`src/rtl/tbase_pkg.sv`:
```
// Package: shared control-register layout and exponent selection for the
// timebase prescaler. Assumes every exponent is below the counter width.
package tbase_pkg;

    // Control register layout as written and read by software
    typedef struct packed {
        logic [1:0] isel;   // interval select
        logic       ie;     // interrupt enable
        logic       flag;   // interval flag (write 0 clears)
        logic       clr;    // counter clear (write 1, reads 0)
    } tb_ctrl_t;

    // Pick one of four exponents by a 2-bit select
    function automatic int pick4(input logic [1:0] s, input int e0, input int e1,
                                 input int e2, input int e3);
        case (s)
            2'd0:    return e0;
            2'd1:    return e1;
            2'd2:    return e2;
            default: return e3;
        endcase
    endfunction

endpackage

```
`src/rtl/tbase_count.sv`:
```
// Module: the prescaler counter. Counts up every cycle, is forced to zero
// while a clock-stopping mode is active or software requests a clear, and
// reports that clear to the watchdog in the same cycle.
module tbase_count #(
    parameter int CNT_W = 20
) (
    input  logic             clk,
    input  logic             rst_n,
    input  logic             stop,
    input  logic             sw_clr,
    output logic [CNT_W-1:0] cnt,
    output logic             run,
    output logic             wdt_clr
);

    // Counting is allowed only when no clear source is active
    assign run     = !stop && !sw_clr;
    assign wdt_clr = stop || sw_clr;

    // Counter: clear-and-hold, else increment with wrap
    always_ff @(posedge clk) begin
        if (!rst_n)   cnt <= '0;
        else if (!run) cnt <= '0;
        else          cnt <= cnt + 1'b1;
    end


    stop_holds_zero_chk: assert property (@(posedge clk) disable iff (!rst_n)
        stop |=> (cnt == '0));

    wdt_clears_count_chk: assert property (@(posedge clk) disable iff (!rst_n)
        wdt_clr |=> (cnt == '0));

    count_step_chk: assert property (@(posedge clk) disable iff (!rst_n)
        run |=> (cnt == $past(cnt) + 1'b1));

endmodule

```
`src/rtl/tbase_flag.sv`:
```
// Module: control register and interval flag. Detects the counter reaching a
// multiple of the selected interval, sets the flag (set beats a software
// clear on the same edge) and forms the interrupt request.
module tbase_flag #(
    parameter int CNT_W  = 20,
    parameter int IVL_E0 = 12,
    parameter int IVL_E1 = 14,
    parameter int IVL_E2 = 16,
    parameter int IVL_E3 = 19
) (
    input  logic                clk,
    input  logic                rst_n,
    input  logic                wr_en,
    input  tbase_pkg::tb_ctrl_t wr_ctrl,
    input  logic [CNT_W-1:0]    cnt,
    input  logic                run,
    output logic                flag,
    output logic                ie,
    output logic [1:0]          isel,
    output logic                irq
);

    localparam logic [CNT_W-1:0] ONE = CNT_W'(1);

    logic [CNT_W-1:0] imask;
    logic             ev;

    // Mask of the low bits that roll over together at the interval boundary
    always_comb begin
        imask = (ONE << tbase_pkg::pick4(isel, IVL_E0, IVL_E1, IVL_E2, IVL_E3)) - ONE;
        ev    = run && ((cnt & imask) == imask);
    end

    // Enable and select load on any write
    always_ff @(posedge clk) begin
        if (!rst_n) begin
            ie   <= 1'b0;
            isel <= 2'd0;
        end else if (wr_en) begin
            ie   <= wr_ctrl.ie;
            isel <= wr_ctrl.isel;
        end
    end

    // Flag: hardware set wins over a software write of 0
    always_ff @(posedge clk) begin
        if (!rst_n)                      flag <= 1'b0;
        else if (ev)                     flag <= 1'b1;
        else if (wr_en && !wr_ctrl.flag) flag <= 1'b0;
    end

    assign irq = flag && ie;


    set_beats_clear_chk: assert property (@(posedge clk) disable iff (!rst_n)
        ev |=> flag);

    write_zero_clears_chk: assert property (@(posedge clk) disable iff (!rst_n)
        (wr_en && !wr_ctrl.flag && !ev) |=> !flag);

    flag_rise_on_event_chk: assert property (@(posedge clk) disable iff (!rst_n)
        $rose(flag) |-> $past(ev));

endmodule

```
`src/rtl/tbase_stab.sv`:
```
// Module: oscillation-stabilization tracker. The done bit drops whenever the
// oscillator is stopped and rises the first time the counter, restarted from
// zero, reaches the selected wait length.
module tbase_stab #(
    parameter int CNT_W  = 20,
    parameter int STB_E0 = 10,
    parameter int STB_E1 = 13,
    parameter int STB_E2 = 15,
    parameter int STB_E3 = 17
) (
    input  logic             clk,
    input  logic             rst_n,
    input  logic             stop,
    input  logic             run,
    input  logic [1:0]       stab_sel,
    input  logic [CNT_W-1:0] cnt,
    output logic             done
);

    localparam logic [CNT_W-1:0] ONE = CNT_W'(1);

    logic [CNT_W-1:0] smask;
    logic             reach;

    // Wait length reached on the edge that takes the low bits past all-ones
    always_comb begin
        smask = (ONE << tbase_pkg::pick4(stab_sel, STB_E0, STB_E1, STB_E2, STB_E3)) - ONE;
        reach = run && ((cnt & smask) == smask);
    end

    // Done: cleared by stop modes, set once the wait elapses
    always_ff @(posedge clk) begin
        if (!rst_n)     done <= 1'b0;
        else if (stop)  done <= 1'b0;
        else if (reach) done <= 1'b1;
    end


    stop_drops_done_chk: assert property (@(posedge clk) disable iff (!rst_n)
        stop |=> !done);

    done_rise_on_reach_chk: assert property (@(posedge clk) disable iff (!rst_n)
        $rose(done) |-> $past(reach));

endmodule

```
`src/rtl/tbase_timer.sv`:
```
// Module: timebase prescaler top. Joins the counter, the control/flag
// register and the stabilization tracker, and brings out divided taps.
// Assumes all exponents and TAP_LSB+TAP_N are within CNT_W.
module tbase_timer #(
    parameter int CNT_W   = 20,
    parameter int IVL_E0  = 12,
    parameter int IVL_E1  = 14,
    parameter int IVL_E2  = 16,
    parameter int IVL_E3  = 19,
    parameter int STB_E0  = 10,
    parameter int STB_E1  = 13,
    parameter int STB_E2  = 15,
    parameter int STB_E3  = 17,
    parameter int TAP_LSB = 5,
    parameter int TAP_N   = 4
) (
    input  logic             clk,
    input  logic             rst_n,
    input  logic             wr_en,
    input  logic [4:0]       wr_data,
    output logic [4:0]       rd_data,
    output logic             irq,
    input  logic             main_stop,
    input  logic             pll_stop,
    input  logic             sub_mode,
    input  logic [1:0]       stab_sel,
    output logic             clk_ok,
    output logic             wdt_clr,
    output logic [TAP_N-1:0] taps
);

    import tbase_pkg::*;

    tb_ctrl_t         wr_ctrl;
    tb_ctrl_t         rd_ctrl;
    logic             stop;
    logic             sw_clr;
    logic             run;
    logic [CNT_W-1:0] cnt;
    logic             flag;
    logic             ie;
    logic [1:0]       isel;

    // Decode stop modes and the software clear request
    assign wr_ctrl = tb_ctrl_t'(wr_data);
    assign stop    = main_stop || pll_stop || sub_mode;
    assign sw_clr  = wr_en && wr_ctrl.clr;

    tbase_count #(.CNT_W(CNT_W)) u_count (
        .clk(clk), .rst_n(rst_n), .stop(stop), .sw_clr(sw_clr),
        .cnt(cnt), .run(run), .wdt_clr(wdt_clr)
    );

    tbase_flag #(.CNT_W(CNT_W), .IVL_E0(IVL_E0), .IVL_E1(IVL_E1),
                 .IVL_E2(IVL_E2), .IVL_E3(IVL_E3)) u_flag (
        .clk(clk), .rst_n(rst_n), .wr_en(wr_en), .wr_ctrl(wr_ctrl),
        .cnt(cnt), .run(run), .flag(flag), .ie(ie), .isel(isel), .irq(irq)
    );

    tbase_stab #(.CNT_W(CNT_W), .STB_E0(STB_E0), .STB_E1(STB_E1),
                 .STB_E2(STB_E2), .STB_E3(STB_E3)) u_stab (
        .clk(clk), .rst_n(rst_n), .stop(stop), .run(run),
        .stab_sel(stab_sel), .cnt(cnt), .done(clk_ok)
    );

    // Read-back: clear bit always reads 0
    always_comb begin
        rd_ctrl      = '0;
        rd_ctrl.isel = isel;
        rd_ctrl.ie   = ie;
        rd_ctrl.flag = flag;
        rd_data      = rd_ctrl;
    end

    // Divided taps are raw counter bits
    for (genvar i = 0; i < TAP_N; i++) begin : g_tap
        assign taps[i] = cnt[TAP_LSB + i];
    end


    clr_reads_zero_chk: assert property (@(posedge clk) disable iff (!rst_n)
        rd_data[0] == 1'b0);

endmodule

```
`config.mk`:
```
export PLATFORM = sky130hd
export DESIGN_NAME = tbase_timer
export DESIGN_NICKNAME = d
export VERILOG_FILES = /design/src/rtl/tbase_pkg.sv /design/src/rtl/tbase_count.sv /design/src/rtl/tbase_flag.sv /design/src/rtl/tbase_stab.sv /design/src/rtl/tbase_timer.sv
export SDC_FILE = /design/constraint.sdc
export NUM_CORES = 1
export LEC_CHECK = 0
export BUFFER_PORTS_ARGS = -buffer_cell sky130_fd_sc_hd__buf_2
export CORE_MARGIN = 10
export CORE_UTILIZATION = 52
export CTS_CLUSTER_DIAMETER = 200
export DETAILED_ROUTE_END_ITERATION = 16
export PLACE_DENSITY_LB_ADDON = 0.05
export SETUP_SLACK_MARGIN = 0.05
export SLEW_MARGIN = 20
export SYNTH_ARGS = -nofsm -noshare
export SYNTH_HDL_FRONTEND = slang
export SYNTH_HIERARCHICAL = 1
export SYNTH_SLANG_ARGS = --single-unit
```
`constraint.sdc`:
```
create_clock -name clk -period 5.5 [get_ports clk]
set_input_delay 0.825 -clock clk [delete_from_list [all_inputs] [get_ports clk]]
set_output_delay 0.825 -clock clk [all_outputs]
set_load 0.01 [all_outputs]
```
Word level (Yosys, flattened, before mapping)
Cells that the tools add are included.
{"block": "classes", "add_sub_neg": 3, "n_mux": 4, "n_bitwise": 3, "shifts": 2, "n_reduce_logical": 17, "eq_ne": 6}
{"cell": "$and A20 B20 Y20", "count": 2}
{"cell": "$eq A20 B20 Y1", "count": 2}
{"cell": "$shl A1 B5 Y20 const A", "count": 2}
{"cell": "$sub A20 B1 Y20 const B", "count": 2}
{"cell": "$pmux W5 S3", "count": 2}
{"cell": "$add A20 B1 Y20 const B", "count": 1}
{"cell": "$logic_and A1 B1 Y1", "count": 6}
{"cell": "$eq A2 B1 Y1 const B", "count": 2}
{"cell": "$eq A2 B2 Y1 const B", "count": 2}
{"cell": "$logic_not A2 Y1", "count": 2}
{"cell": "$logic_not A1 Y1", "count": 3}
{"cell": "$logic_or A1 B1 Y1", "count": 3}
{"cell": "$mux W1", "count": 2}
{"cell": "$reduce_and A2 Y1", "count": 1}
{"cell": "$reduce_bool A2 Y1", "count": 1}
{"cell": "$reduce_or A2 Y1", "count": 1}
{"cell": "$not A1 Y1", "count": 1}
{"block": "totals", "ff_bits": 25, "wordCells": 40}

Logic depth before layout (Yosys ltp)
Gate-level depths: netlist (run 1).
{"block": "depth", "ltp_word": 8, "depth_mapped": 6, "ltp_nobuf": 6}

Cells and area by module
The synthesis (run 1) kept the hierarchy.
{"module": "tbase_count", "area_each_um2": 900.9, "seq_area_each_um2": 400.4, "cells_each": 102, "instances": 1}
{"module": "tbase_flag", "area_each_um2": 219.0, "seq_area_each_um2": 80.1, "cells_each": 26, "instances": 1}
{"module": "tbase_stab", "area_each_um2": 183.9, "seq_area_each_um2": 20.0, "cells_each": 22, "instances": 1}
{"module": "tbase_timer", "area_each_um2": 38.8, "seq_area_each_um2": 0.0, "cells_each": 6, "instances": 1}

Least setup slack after synthesis (run 1)
OpenSTA, ideal clock, no wires.
{"block": "synth_timing", "path_kind": "input to output", "startpoint": "in pll_stop", "endpoint": "out wdt_clr", "setup_slack_ns": 3.159, "t_arrival_ns": 1.516, "path_stages": 3, "cell_sequence": "or3_1 -> nor2_1 -> inv_1"}
{"block": "synth_between", "elab_chain_cells": 3}
{"item": "start, declared", "line": "tbase_timer.sv:24", "rtl": "input logic pll_stop,"}
{"item": "$logic_or A1 B1 Y1 (2 in a row)", "line": "tbase_timer.sv:46", "rtl": "assign stop = main_stop || pll_stop || sub_mode;"}
{"item": "$logic_or A1 B1 Y1", "line": "tbase_count.sv:18", "rtl": "assign wdt_clr = stop || sw_clr;"}
{"item": "end, declared", "line": "tbase_timer.sv:28", "rtl": "output logic wdt_clr,"}
Every way passes these cells.

Final worst setup path (run 1)
{"block": "layout_timing", "startpoint": "in pll_stop", "endpoint": "out wdt_clr"}
{"block": "layout_between", "elab_chain_cells": 3}
{"item": "$logic_or A1 B1 Y1 (2 in a row)", "line": "tbase_timer.sv:46"}
{"item": "named net stop", "line": "tbase_timer.sv:36", "rtl": "logic stop;"}
{"item": "$logic_or A1 B1 Y1", "line": "tbase_count.sv:18"}
The timed path passes the listed nets, and every way through them passes these cells.

==> results of run 1 <==
## placed cells by master (no fill, tap or decap), types with 2 or more instances in the layout
master and count:
a21oi_1 6, a31o_2 2, a31oi_1 3, a41o_1 2, and2_1 3, and3_1 2
buf_2 23, clkbuf_4 3, dfxtp_1 25, ha_1 5, inv_1 8, mux2i_1 3
nand2_1 11, nand3_1 13, nand4_1 7, nor2_1 20, nor2b_1 4, nor3_1 3
nor4_2 3, o21ai_0 4, or3_1 3, xnor2_1 8, xor2_1 4
## sequential cells by signal (all words and copies together), names as in the netlist
| name | flops |
|---|---|
| u_count/cnt | 20 |
| u_flag/flag | 1 |
| u_flag/ie | 1 |
| u_flag/isel | 2 |
| u_stab/done | 1 |
## metal layers
layer	wire (um)	GRT usage, %	vias to the layer above
met5	0	0	-
met4	49	5.376	0
met3	246	3.487	4
met2	1335	19.29	31
met1	1350	15.13	550
li1	-	-	598
## cells by family after synthesis
group           synth area share, %
xor+xnor                      7.828
other cells                  0.2793
mux                           2.237
simple gates                  32.06
flops                         37.28
buf+inv                       4.194
fa+ha+maj                     4.660
compound gates                11.46
## worst min-delay path: stages (launching register included)
cell and delay, ns:
dfxtp_1 0.34, o21ai_0 0.07, a21boi_1 0.06
## power by group through the flow
| stage | Sequential [mW] | Combinational [mW] | Clock [mW] |
|---|---|---|---|
| 3_3_place_gp | 0.188 | 0.0193 | 0 |
| 4_1_cts | 0.184 | 0.0202 | 0.0850 |
| 6_report | 0.184 | 0.0200 | 0.0818 |
| 2_1_floorplan | 0.188 | 0.0117 | 0 |
| 3_5_place_dp | 0.188 | 0.0201 | 0 |
| 5_1_grt | 0.184 | 0.0229 | 0.0932 |
## Yosys cell counts (3+ instances only)
master	number	area [um^2]
dfxtp_1	25	500.5
nor2_1	20	75.07
nand3_1	13	65.06
nand2_1	11	41.29
inv_1	8	30.03
xnor2_1	8	70.07
nand4_1	7	43.79
a21oi_1	6	30.03
ha_1	5	62.56
nor2b_1	4	25.02
o21ai_0	4	20.02
xor2_1	4	35.03
a31oi_1	3	18.77
and2_1	3	18.77
buf_4	3	22.52
mux2i_1	3	30.03
nor3_1	3	15.01
nor4_2	3	37.54
or3_1	3	18.77
## metrics by stage
stage | area [um^2] | setup WS [ns] | instances
6_report | 1496 | 2.908 | 209
5_1_grt | 1496 | 2.850 | 209
4_1_cts | 1496 | 2.899 | 209
3_5_place_dp | 1469 | 2.909 | 205
3_3_place_gp | 1469 | 2.944 | 205
2_1_floorplan | 1343 | 3.159 | 156
## area by class of cell
type	count	area share, %
Sequential cell	25	33.44
Clock buffer	3	1.505
Timing Repair Buffer	23	7.692
Tap cell	30	2.508
Multi-Input combinational cell	119	52.51
Inverter	8	2.007
Clock inverter	1	0.3344
## how the worst max path moves through the flow
stage | start | to | slack (ns) | cells after the start
CTS | pll_stop | wdt_clr | 2.90 | 5
global route | pll_stop | wdt_clr | 2.85 | 5
floorplan | pll_stop | wdt_clr | 3.16 | 3
global placement | pll_stop | wdt_clr | 2.94 | 5
detailed placement | pll_stop | wdt_clr | 2.91 | 5
finish | pll_stop | wdt_clr | 2.91 | 5
==> key figures, run 1 <==
Worst setup path
  • WP data arrival: ~1.8 ns
  • Buf/Inv on CP: 3
  • CP Cell Sequence: buf_2, or3_1, nor2_1, inv_1, buf_2
  • Max FO, Critical Path: 4
  • Slowest CP cell: or3_1
  • FF-to-FF Start: u_count/cnt[0]$_SDFF_PN0_
  • Delay-heaviest family, CP: simple AND/OR/NAND/NOR gates
  • Critical path's largest stage delay: about 0.42 ns
  • Critical path class: in -> out
  • Reg2Reg Depth: 5
  • Most common cell on crit path: buf_2
  • Worst EP required: between 4 and 5 ns
  • R2R setup slack: 3.73 ns
  • Startpoint Class: input pin
  • CP endpoint kind: output pin
  • R2R Path End: u_count/cnt[16]$_SDFF_PN0_

Synth
  • Synth Flop Type: dfxtp_1
  • Syn nets: around 170
  • Mapped Avg Cell Area: 8.606 um^2
  • Post-synthesis async set-or-reset flop share: 0%
  • YS warnings: 6
  • Synth Cell Area: approximately 0.0013 mm^2
  • Register area share after synthesis: between 30% and 40%
  • Synth Instances: ~160
  • Synthesized flop and latch total: 25
  • EDFF count, synth: 0
  • Distinct cells, synth: 36

STA
  • Minimum clock period: between 2 and 3 ns
  • Setup Skew: approximately 0.0012 ns
  • Final Hold Fails: 0
  • Finish-stage setup viols: 0
  • Fmax: 385.8 MHz
  • Final worst-path cycle share: about 47%
  • Hold Worst Slack: between 0.4 and 0.5 ns
  • Setup TNS: 0 ns
  • Relative slew slack: 47.89%
  • Slew Limit Fails: 0
  • RSZ-0062 raised after global routing: no
  • Slew @ Worst Pin: approximately 0.78 ns

CTS
  • CTS sink count: 25
  • Clock slew seen by the registers of the worst setup and hold paths: ~0.13 ns
  • Post-cts sizing count: 0
  • # hold bufs at CTS: 0
  • Root Driver: clkbuf_4
  • TritonCTS clock tree: built
  • Post-CTS setup buffer count: 0
  • Cts bufs inserted: 3
  • Clock Path Buffers: 2
  • H-tree depth: 1
  • Worst-skew pair later-pin latency: around 0.32 ns

Global routing
  • Congestion Overflow GR: 0
  • Vias in the first global route: about 1,200
  • Initial antenna violation count: 0
  • Total track usage: about 12%
  • First-pass GRT wire length: between 5000 and 6000 um
  • Pin count of the biggest net entering global routing: 20

Floorplan
  • Core ar.: between 0.002 and 0.0025 mm^2
  • Die area: roughly 0.0050 mm^2
  • Die H: 70.81 um
  • Initial Util: 54.19%
  • Die Wd: slightly above 70 um
  • Num ports: 25
  • Num rows: 18

Hold path
  • Hold Path Sink: u_flag/flag$_SDFFE_PN0P_
  • Hold Path Stages: 2
  • Worst hold path type: reg -> reg
  • Hold Path Origin: u_flag/flag$_SDFFE_PN0P_

Drt
  • Vias/cell: between 5 and 6
  • Routed Antenna Nets: 0
  • Wire per inst: ~14 um
  • Pre-antenna DRT Iters: 4
  • WL final: 2982 um
  • DRT iter0 DRCs: 69
  • DR vias: 1,183
  • Post-route DRC: 0

Power and ir drop
  • Net Sw Frac: between 20 and 25%
  • Comb pwr share: under 10%
  • Internal: about 0.22 mW
  • Switch Pwr: ~0.066 mW
  • Final total power: between 0.2 and 0.3 mW
  • Clock Power Share: roughly 29%
  • Pwr Density: around 190 mW/mm^2
  • Worst vdd ir: 0.0001375 V
  • Share of power burned in registers: ~64%
  • Leakage power: about 0.57 nW

Outcome
  • Outcome: finished, final reports clean

Final layout
  • Sequential cell area: roughly 500 um^2
  • Nets: about 200
  • Fillers: roughly 240
  • Layout cells sized above 1: around 20%
  • Area occupied by multi-input gates: roughly 790 um^2
  • Area Growth Syn to Fin: 11.46%
  • Util after Layout: 60.40%
  • Antenna cells: 0

Placement
  • HPWL after DPL: around 2300 um
  • Placer Congestion: 0.8137
  • I/O Buffers: 23

Run
  • Max-cap viol count: 0
Note: power is estimated with default switching activity, not from simulation.
==> run 2, diff against run 1 <==
==> constraint.sdc (replaced) <==
create_clock -name clk -period 2.6 [get_ports clk]
set_input_delay 0.39 -clock clk [delete_from_list [all_inputs] [get_ports clk]]
set_output_delay 0.39 -clock clk [all_outputs]
set_load 0.01 [all_outputs]
==> key figures, run 2 (same netlist as run 1, synthesis figures left out) <==
Outcome
  • Outcome: finished, final reports clean (unchanged)

Placement
  • Placed Area: 0.001476 mm^2 (was 0.001469 mm^2)
  • # placed instances: 206 (was 205)
  • Placer Congestion: 0.8178 (was 0.8137)
  • HPWL after DPL: 2288 um (was 2307 um)
  • I/O Buffers: 23 (unchanged)

Power and ir drop
  • Clock Power Share: 29.5% (was 28.6%)
  • Internal: 0.4658 mW (was 0.2194 mW)
  • Share of power burned in registers: 63.6% (was 64.4%)
  • Leakage power: 0.5724 nW (was 0.5708 nW)
  • Worst vdd ir: 0.0003021 V (was 0.0001375 V)
  • Net Sw Frac: 23.92% (was 23.21%)
  • Switch Pwr: 0.1465 mW (was 0.06630 mW)
  • Pwr Density: 406.4 mW/mm^2 (was 190.9 mW/mm^2)
  • Comb pwr share: 7.0% (about the same)

Final layout
  • Antenna cells: 0 (unchanged)
  • Nets: 199 (was 198)
  • Most flop-heavy register: u_count/cnt (unchanged)
  • Util after Layout: 60.81% (was 60.40%)
  • Post-route cell area: 0.001506 mm^2 (was 0.001496 mm^2)
  • Max reg flops: 20 (unchanged)
  • Commonest non-fill, non-tap cell in the layout: dfxtp_1 (unchanged)
  • Layout cells sized above 1: 20.56% (was 20.11%)
  • Largest registers: u_count/cnt: 20 flops, u_flag/isel: 2 flops (unchanged)
  • Most frequent cells in the layout: dfxtp_1 (25), buf_2 (23), nor2_1 (20) (unchanged)
  • Non-filler instance count after layout: 210 (was 209)
  • Area Growth Syn to Fin: 12.21% (was 11.46%)

Global routing
  • Initial antenna violation count: 0 (unchanged)
  • First-pass GRT wire length: 5161 um (was 5306 um)
  • Congestion Overflow GR: 0 (unchanged)
  • Total track usage: 11.76% (was 12.26%)
  • Vias in the first global route: 1,166 (was 1,164)
  • Pin count of the biggest net entering global routing: 20 (unchanged)

STA
  • Setup TNS: 0 ns (unchanged)
  • Final worst-path cycle share: a little over two thirds
  • Relative slew slack: 57.62% (was 47.89%)
  • Fmax: about 550 MHz
  • Final Hold Fails: 0 (unchanged)
  • Finish-stage setup viols: 0 (unchanged)
  • Minimum clock period: 1.821 ns
  • RSZ-0062 raised after global routing: no (unchanged)
  • Slew Limit Fails: 0 (unchanged)
  • Setup Skew: 0.001550 ns (was 0.001219 ns)
  • Slew @ Worst Pin: 0.6342 ns (was 0.7800 ns)

Worst setup path
  • CP endpoint kind: flop (was output pin)
  • Buf/Inv on CP: 1 (was 3)
  • Delay-heaviest family, CP: simple AND/OR/NAND/NOR gates (unchanged)
  • Slowest CP cell: or3_1 (unchanged)
  • Worst EP required: 2.84 ns (was 4.68 ns)
  • Critical path's largest stage delay: 0.42 ns (about the same)
  • Critical path class: in -> reg (was in -> out)
  • Startpoint Class: input pin (unchanged)
  • CP Cell Sequence: buf_2, or3_1, nor2_1, nand4_1, a2111oi_2, a31oi_1, nor4b_2 (was buf_2, or3_1, nor2_1, inv_1, buf_2)
  • WP data arrival: 2.06 ns (was 1.77 ns)
  • Max FO, Critical Path: 4 (unchanged)
  • R2R setup slack: 0.84 ns (was 3.73 ns)

Drt
  • Post-route DRC: 0 (unchanged)
  • DR vias: 1,187 (was 1,183)
  • Top Metal Used: met4 (unchanged)
  • DR WL met2: 1323 um (was 1335 um)
  • DRT iter0 DRCs: 44 (was 69)
  • Pre-antenna DRT Iters: 4 (unchanged)
  • Wire per inst: 14.28 um (was 14.27 um)
  • Vias/cell: 5.652 (was 5.660)
  • WL final: 2999 um (was 2982 um)
  • Post-Route M1 WL: 1429 um (was 1350 um)
  • Routed Antenna Nets: 0 (unchanged)
  • Met3 wire len: 226 um (was 246 um)

CTS
  • # hold bufs at CTS: 0 (unchanged)
  • Cts bufs inserted: 3 (unchanged)
  • Worst-skew pair later-pin latency: 0.32 ns (about the same)
  • TritonCTS clock tree: built (unchanged)
  • Post-CTS setup buffer count: 0 (unchanged)
  • Root Driver: clkbuf_4 (unchanged)
  • Clock Path Buffers: 2 (unchanged)
  • Post-cts sizing count: 0 (unchanged)
  • CTS sink count: 25 (unchanged)
  • H-tree depth: 1 (unchanged)
  • Clock slew seen by the registers of the worst setup and hold paths: 0.14 ns (was 0.13 ns)

Floorplan
  • Die H: 70.81 um (unchanged)
  • Initial Util: 54.19% (unchanged)
  • Core ar.: 0.002477 mm^2 (unchanged)
  • Num ports: 25 (unchanged)
  • Die Wd: 70.81 um (unchanged)
  • Die area: 0.005014 mm^2 (unchanged)
  • Num rows: 18 (unchanged)

Hold path
  • Worst hold path type: in -> reg (was reg -> reg)

Run
  • Max-cap viol count: 0 (unchanged)
==> run 2: layout make-up <==
class / instances / area (um^2)
fill: 240 / 970.9
multi-input combinational: 119 / 785.8
sequential: 25 / 500.5
timing repair buffer: 24 / 122.6
tap: 30 / 37.54
inverter: 8 / 30.03
clock buffer: 3 / 22.52
clock inverter: 1 / 7.507
==> run 2: worst register-to-register path, cell delays in order (launching register included) <==
cell,delay [ns]
dfxtp_1,0.47
ha_1,0.24
nand3_1,0.17
nor4_2,0.46
a31oi_1,0.14
a41o_1,0.21
==> run 2: stage by stage <==
stage	hold WS, ns	total power, mW	worst slack (ns)
floorplan	0.4576	0.4227	0.7187
global placement	0.4773	0.4390	0.5743
detailed placement	0.4884	0.4403	0.4371
CTS	0.3048	0.6243	0.7971
global route	0.3155	0.6392	0.6476
finish	0.3242	0.6123	0.7791
==> run 2: metal layers <==
metal,GRT usage [%],up-vias
met3,3.626,2
met4,3.871,0
met5,0,-
met2,19.19,33
li1,-,603
met1,14.31,549
==> run 2: path summary, 6_finish.rpt <==
check,start,endpoint,cells after the start
setup / recovery,pll_stop,u_stab/done$_SDFFE_PP0P_,7
hold / removal,wr_data[2],u_flag/ie$_SDFFE_PN0P_,3
setup reg to reg,u_count/cnt[0]$_SDFF_PN0_,u_count/cnt[16]$_SDFF_PN0_,5
hold reg to reg,u_flag/flag$_SDFFE_PN0P_,u_flag/flag$_SDFFE_PN0P_,2
==> run 2: power groups by stage <==
stage / sequential, mW / combinational, mW / clock [mW]
2_1_floorplan: 0.398 / 0.0248 / 0
3_3_place_gp: 0.397 / 0.0416 / 0
3_5_place_dp: 0.398 / 0.0427 / 0
4_1_cts: 0.389 / 0.0431 / 0.192
5_1_grt: 0.390 / 0.0485 / 0.200
6_report: 0.389 / 0.0427 / 0.180
